==> config.mk <==
export PLATFORM = sky130hd
export DESIGN_NAME = link_integrity
export DESIGN_NICKNAME = d
export VERILOG_FILES = /design/src/rtl/lnk_pkg.sv /design/src/rtl/lnk_pulse_gen.sv /design/src/rtl/lnk_state_ctl.sv /design/src/rtl/link_integrity.sv
export SDC_FILE = /design/constraint.sdc
export NUM_CORES = 1
export LEC_CHECK = 0
export ABC_AREA = 0
export BUFFER_PORTS_ARGS = -buffer_cell sky130_fd_sc_hd__buf_2
export CAP_MARGIN = 15
export CORE_MARGIN = 4
export CORE_UTILIZATION = 55
export CTS_CLUSTER_DIAMETER = 40
export CTS_CLUSTER_SIZE = 40
export DETAILED_ROUTE_END_ITERATION = 8
export PLACE_DENSITY = 0.81
export SLEW_MARGIN = 40
export SYNTH_ARGS = -nofsm -noshare
export SYNTH_HDL_FRONTEND = slang
export SYNTH_SLANG_ARGS = --single-unit
==> constraint.sdc <==
create_clock -name clk -period 3 [get_ports clk]
set_input_delay 0 -clock clk [delete_from_list [all_inputs] [get_ports clk]]
set_output_delay 0 -clock clk [all_outputs]
set_load 0.03 [all_outputs]
==> src/rtl/lnk_pkg.sv <==
package lnk_pkg;
    typedef enum logic {
        LNK_FAIL = 1'b0,
        LNK_PASS = 1'b1
    } lnk_state_e;
endpackage

==> src/rtl/lnk_pulse_gen.sv <==
module lnk_pulse_gen #(
    parameter int PERIOD_CYC = 160000,
    parameter int WIDTH_CYC  = 1
) (
    input  logic clk,
    input  logic rst_n,
    input  logic tx_busy,
    output logic pulse
);
    localparam int PW = $clog2(PERIOD_CYC);
    localparam int WW = $clog2(WIDTH_CYC + 1);
    localparam logic [PW-1:0] PER_LAST = PW'(PERIOD_CYC - 1);
    localparam logic [WW-1:0] WID_LOAD = WW'(WIDTH_CYC);

    typedef struct packed {
        logic [PW-1:0] per;
        logic [WW-1:0] wid;
    } gen_s;

    gen_s s_d, s_q;

    always_comb begin
        s_d = s_q;
        if (tx_busy) begin
            s_d.per = '0;
            s_d.wid = '0;
        end else begin
            if (s_q.wid != '0)
                s_d.wid = s_q.wid - 1'b1;
            if (s_q.per == PER_LAST) begin
                s_d.per = '0;
                s_d.wid = WID_LOAD;
            end else begin
                s_d.per = s_q.per + 1'b1;
            end
        end
    end

    always_ff @(posedge clk or negedge rst_n) begin
        if (!rst_n) s_q <= '0;
        else        s_q <= s_d;
    end

    assign pulse = (s_q.wid != '0);

    // transmit activity silences the idle pulse in the next cycle
    p_quiet_on_tx_r9: assert property (@(posedge clk) disable iff (!rst_n)
        tx_busy |=> !pulse);

    // a pulse only begins when the period counter has just wrapped
    p_start_on_wrap_r8: assert property (@(posedge clk) disable iff (!rst_n)
        $rose(pulse) |-> (s_q.per == '0));
endmodule

==> src/rtl/lnk_state_ctl.sv <==
module lnk_state_ctl
    import lnk_pkg::*;
#(
    parameter int LOSS_CYC    = 1000000,
    parameter int GAP_MAX_CYC = 240000,
    parameter int PASS_CNT    = 5
) (
    input  logic clk,
    input  logic rst_n,
    input  logic rx_lp_stb,
    input  logic rx_pkt_ok,
    input  logic lb_test,
    output logic pass
);
    localparam int LW = $clog2(LOSS_CYC);
    localparam int GW = $clog2(GAP_MAX_CYC + 1);
    localparam int CW = $clog2(PASS_CNT + 1);
    localparam logic [LW-1:0] LOSS_LAST = LW'(LOSS_CYC - 1);
    localparam logic [GW-1:0] GAP_LIM   = GW'(GAP_MAX_CYC);
    localparam logic [CW-1:0] CNT_LAST  = CW'(PASS_CNT - 1);

    typedef struct packed {
        lnk_state_e    st;
        logic          lb_prev;
        logic [CW-1:0] cnt;
        logic [GW-1:0] gap;
        logic [LW-1:0] loss;
    } ctl_s;

    ctl_s s_d, s_q;
    logic          lb_exit;
    logic          activity;
    logic [CW-1:0] cnt_base;

    always_comb begin
        s_d      = s_q;
        lb_exit  = s_q.lb_prev && !lb_test;
        activity = rx_lp_stb || rx_pkt_ok;
        cnt_base = (s_q.gap == GAP_LIM) ? '0 : s_q.cnt;

        s_d.lb_prev = lb_test;
        if (rx_lp_stb)
            s_d.gap = '0;
        else if (s_q.gap != GAP_LIM)
            s_d.gap = s_q.gap + 1'b1;

        if (lb_test) begin
            s_d.st   = LNK_PASS;
            s_d.cnt  = '0;
            s_d.loss = '0;
        end else if (lb_exit) begin
            s_d.st   = LNK_FAIL;
            s_d.cnt  = '0;
            s_d.loss = '0;
        end else if (s_q.st == LNK_FAIL) begin
            if (rx_pkt_ok) begin
                s_d.st  = LNK_PASS;
                s_d.cnt = '0;
            end else if (rx_lp_stb) begin
                if (cnt_base == CNT_LAST) begin
                    s_d.st  = LNK_PASS;
                    s_d.cnt = '0;
                end else begin
                    s_d.cnt = cnt_base + 1'b1;
                end
            end
            s_d.loss = '0;
        end else begin
            if (activity)
                s_d.loss = '0;
            else if (s_q.loss == LOSS_LAST) begin
                s_d.st   = LNK_FAIL;
                s_d.loss = '0;
            end else
                s_d.loss = s_q.loss + 1'b1;
        end
    end

    always_ff @(posedge clk or negedge rst_n) begin
        if (!rst_n) begin
            s_q    <= '0;
            s_q.st <= LNK_FAIL;
        end else begin
            s_q <= s_d;
        end
    end

    assign pass = (s_q.st == LNK_PASS);

    // reset always leaves the link failed
    p_reset_fail_r1: assert property (@(posedge clk)
        !rst_n |=> !pass);

    // the link only comes up after evidence or loopback
    p_rise_has_cause_r2: assert property (@(posedge clk) disable iff (!rst_n)
        $rose(pass) |-> $past(rx_lp_stb || rx_pkt_ok || lb_test));

    // a packet in the failed state brings the link up
    p_pkt_pass_r3: assert property (@(posedge clk) disable iff (!rst_n)
        (!pass && rx_pkt_ok && !lb_exit) |=> pass);

    // no loss while strobes keep arriving
    p_no_loss_active_r5: assert property (@(posedge clk) disable iff (!rst_n)
        (pass && activity && !lb_exit) |=> pass);

    // loopback holds the link up
    p_loop_pass_r10: assert property (@(posedge clk) disable iff (!rst_n)
        lb_test |=> pass);

    // leaving loopback drops the link
    p_loop_exit_r11: assert property (@(posedge clk) disable iff (!rst_n)
        $fell(lb_test) |=> !pass);
endmodule

==> src/rtl/link_integrity.sv <==
module link_integrity #(
    parameter int PERIOD_CYC  = 160000,
    parameter int WIDTH_CYC   = 1,
    parameter int LOSS_CYC    = 1000000,
    parameter int GAP_MAX_CYC = 240000,
    parameter int PASS_CNT    = 5
) (
    input  logic clk,
    input  logic rst_n,
    input  logic rx_lp_stb,
    input  logic rx_pkt_ok,
    input  logic tx_busy,
    input  logic lt_en,
    input  logic lb_test,
    output logic link_ok,
    output logic link_led_n,
    output logic tx_lp_stb,
    output logic path_en
);
    logic pass;

    lnk_state_ctl #(
        .LOSS_CYC   (LOSS_CYC),
        .GAP_MAX_CYC(GAP_MAX_CYC),
        .PASS_CNT   (PASS_CNT)
    ) u_ctl (
        .clk      (clk),
        .rst_n    (rst_n),
        .rx_lp_stb(rx_lp_stb),
        .rx_pkt_ok(rx_pkt_ok),
        .lb_test  (lb_test),
        .pass     (pass)
    );

    lnk_pulse_gen #(
        .PERIOD_CYC(PERIOD_CYC),
        .WIDTH_CYC (WIDTH_CYC)
    ) u_gen (
        .clk    (clk),
        .rst_n  (rst_n),
        .tx_busy(tx_busy),
        .pulse  (tx_lp_stb)
    );

    assign link_ok    = pass;
    assign link_led_n = ~pass;
    assign path_en    = pass | ~lt_en;

    // with the check enabled, a failed link never leaves the paths open
    p_gate_closed_r6: assert property (@(posedge clk) disable iff (!rst_n)
        (lt_en && $fell(link_ok)) |-> !path_en);
endmodule

==> impl_metrics.json <==
{
  "status": "complete, no violations",
  "synth_simple_gate_area_frac": 0.275,
  "wl_um": 6350,
  "yosys_register_bits": 62,
  "synth_compound_area_frac": 0.0961,
  "cts_buffers": 9,
  "crit_path_end_kind": "flip-flop",
  "worstReg2RegStart": "u_ctl.s_q[22]",
  "clockRootBuffer": "clkbuf_8",
  "async_flop_share": 1.00,
  "startpoint": "u_ctl.s_q[22]",
  "critical_path.max_stage_delay_ps": 440,
  "io_pins": 11,
  "synth_top_flop_cell": "dfrtp_1",
  "post-route-period-util": 0.788,
  "synth_fa_ha_area_frac": 0.0236,
  "avgSynthCellArea_sq_um": 9.52,
  "finish.utilization": 0.642,
  "grt_pass1_wl_um": 11400,
  "synth_top_family_by_area": "simple AND/OR/NAND/NOR gates",
  "cell_internal_pwr_mw": 1.40,
  "drive_above_1_share": 0.0901,
  "worstPathArrival_ps": 2580,
  "peakVddDrop_mv": 0.379,
  "clkPwrFrac": 0.481,
  "setup_viol": 0,
  "p_sw_frac": 0.213,
  "synth-edff-count": 0,
  "cts_sinks": 62,
  "synth_xor_area_frac": 0.0909,
  "place_inst": 407,
  "cts_tree": "yes",
  "antenna_found_initial": 0,
  "drc_errors": 0,
  "maxSlewHeadroom": 0.479,
  "via_per_inst": 5.91,
  "finalNetCount": 363,
  "finalMaxSlewViolations": 0,
  "globalRouteMet2Util": 0.307,
  "grt.total_usage": 0.199,
  "num_antenna_cells": 0,
  "clock_path_buffers": 2,
  "skew_ps": 6.05,
  "rsz0062_at_grt": "false",
  "yosysSeqAreaShare": 0.488,
  "place_hpwl_um": 4130,
  "share_comb_of_total_power": 0.039,
  "cts_resized": 0,
  "switching_power_uw": 379,
  "post-place-ws_ps": 702,
  "row_count": 27,
  "syn_nets": 347,
  "tightest_slew_ps": 782,
  "top_usage_layer": "met2",
  "path_class": "flip-flop to flip-flop",
  "clock.fmax_mhz": 423,
  "seq_power_share": 0.480,
  "synth_area_sq_um": 3180,
  "p_leak_nw": 1.47,
  "final_area_sq_um": 3560,
  "hp-class": "input port to flip-flop",
  "whs_ps": 73.1,
  "grt_pass1_vias": 2549,
  "clock_latency_ps": 340,
  "worst_slack_ps": 636,
  "met3_usage": 0.0415,
  "syn_inst": 334,
  "totalPowerFinal_mw": 1.78,
  "overflow": 0,
  "instances_no_fill": 427,
  "vias": 2525,
  "hold_start": "rx_lp_stb",
  "clkTransAtPathRegs_ps": 70,
  "start_util": 0.574,
  "post-route-min-period_ps": 2360,
  "detail_route.wl_per_cell_um": 14.9,
  "globalplace.congestion": 0.794,
  "area_growth_pct": 11.9,
  "power_density_nw_per_um2": 500,
  "htree_levels": 3,
  "die-area_sq_um": 7060,
  "antenna_left": 0,
  "cp_top_family": "simple AND/OR/NAND/NOR gates",
  "synth.distinct_cells": 41,
  "numPortBuffers": 10,
  "crit_chain": "nor4bb_1, and3_1, nand2_1, nand2_1, ha_1, nor2_1, and4_1, a2111oi_0, nor3_1",
  "crit_top_cell": "nand2_1",
  "path_max_fanout": 7,
  "cp.required_ps": 3210,
  "use_met1": 0.260,
  "grt_max_degree": 50,
  "drv_cap": 0,
  "die-width_um": 84.0,
  "start_kind": "flip-flop",
  "hold_viol": 0,
  "yosys-mux-area-fraction": 0,
  "drtIter0Drc": 120,
  "critPathBufInv": 0,
  "tns_ps": 0,
  "synth_warnings": 0,
  "die_h_um": 84.0,
  "core_sq_um": 5540,
  "slowest_stage": "dfrtp_1",
  "place_area_sq_um": 3280,
  "dr.pass1.iters": 4
}
## power by group through the flow
stage / clock [mW] / sequential, mW / combinational [mW]
CTS: 0.870 / 0.854 / 0.0703
global route: 0.910 / 0.856 / 0.0800
global placement: 0 / 0.869 / 0.0638
detailed placement: 0 / 0.870 / 0.0656
floorplan: 0 / 0.870 / 0.0323
finish: 0.856 / 0.855 / 0.0691
## path summary, 6_finish.rpt
check,cells past startpoint,slack [ps],endpoint
hold / removal,2,70,u_ctl.s_q[28]
setup / recovery,9,640,u_ctl.s_q[40]
hold reg to reg,1,500,u_ctl.s_q[0]
max in group asynchronous,3,2160,u_gen.s_q[2]
setup reg to reg,9,640,u_ctl.s_q[40]
min in group asynchronous,2,210,u_ctl.s_q[38]
## cell type report
type / instances / area (sq um)
timing repair buffer: 15 / 100
inverter: 10 / 37.5
clock inverter: 3 / 65.1
fill: 450 / 1980
tap: 72 / 90.1
clock buffer: 13 / 169
multi-input combinational: 252 / 1540
sequential: 62 / 1550
## placed cells by master (no fill, tap or decap), types with 10 or more instances in the layout
master	netlist	final
clkbuf_8	0	12
inv_1	10	10
nor2_1	43	43
nand4_1	20	20
xor2_1	23	23
nand2_1	21	21
dfrtp_1	62	62
a21oi_1	21	21
o21ai_0	12	12
xnor2_1	10	10
nand3_1	19	19
## metal layers
metal | wire [um] | part of all wire | vias to the layer above
li1 | - | - | 1237
met1 | 2960 | 0.47 | 1221
met2 | 3040 | 0.48 | 56
met3 | 220 | 0.035 | 11
met4 | 130 | 0.020 | 0
met5 | 0 | 0 | -
## state kept, by name, summed over array words and instances (netlist names)
signal       count
u_ctl.s_q       42
u_gen.pulse      1
u_gen.s_q       18
u_ctl.pass       1
## what timing repair did
action / in CTS / in global routing
endpoints found under the hold margin: 52 / 0
buffers inserted: 0 / 0
hold buffers: 4 / 0
## cells in the mapped netlist, types with 2 or more instances
library cell / number / area [sq um]
dfrtp_1: 62 / 1550
nor2_1: 43 / 161
xor2_1: 23 / 201
a21oi_1: 21 / 105
nand2_1: 21 / 78.8
nand4_1: 20 / 125
nand3_1: 19 / 95.1
o21ai_0: 12 / 60.1
inv_1: 10 / 37.5
xnor2_1: 10 / 87.6
nor3_1: 9 / 45.0
or3_1: 9 / 56.3
and2_1: 7 / 43.8
or4_1: 7 / 52.6
and3_1: 6 / 37.5
and4_1: 6 / 52.6
clkbuf_1: 6 / 22.5
ha_1: 6 / 75.1
o31ai_1: 5 / 37.5
nor4_1: 4 / 25.0
buf_2: 3 / 15.0
a2111oi_0: 2 / 17.5
a22o_1: 2 / 17.5
a31o_2: 2 / 17.5
nor3b_1: 2 / 15.0
nor4b_1: 2 / 17.5
## cells by family after synthesis
logic type               count (synthesis)
XOR/XNOR                                33
AO/OA/AOI/OAI                           50
AND/OR/NAND/NOR                        163
adder cells (fa/ha/maj)                  6
flip-flops                              62
buffers and inverters                   20
No activity file was read; power rests on OpenSTA's default activity.
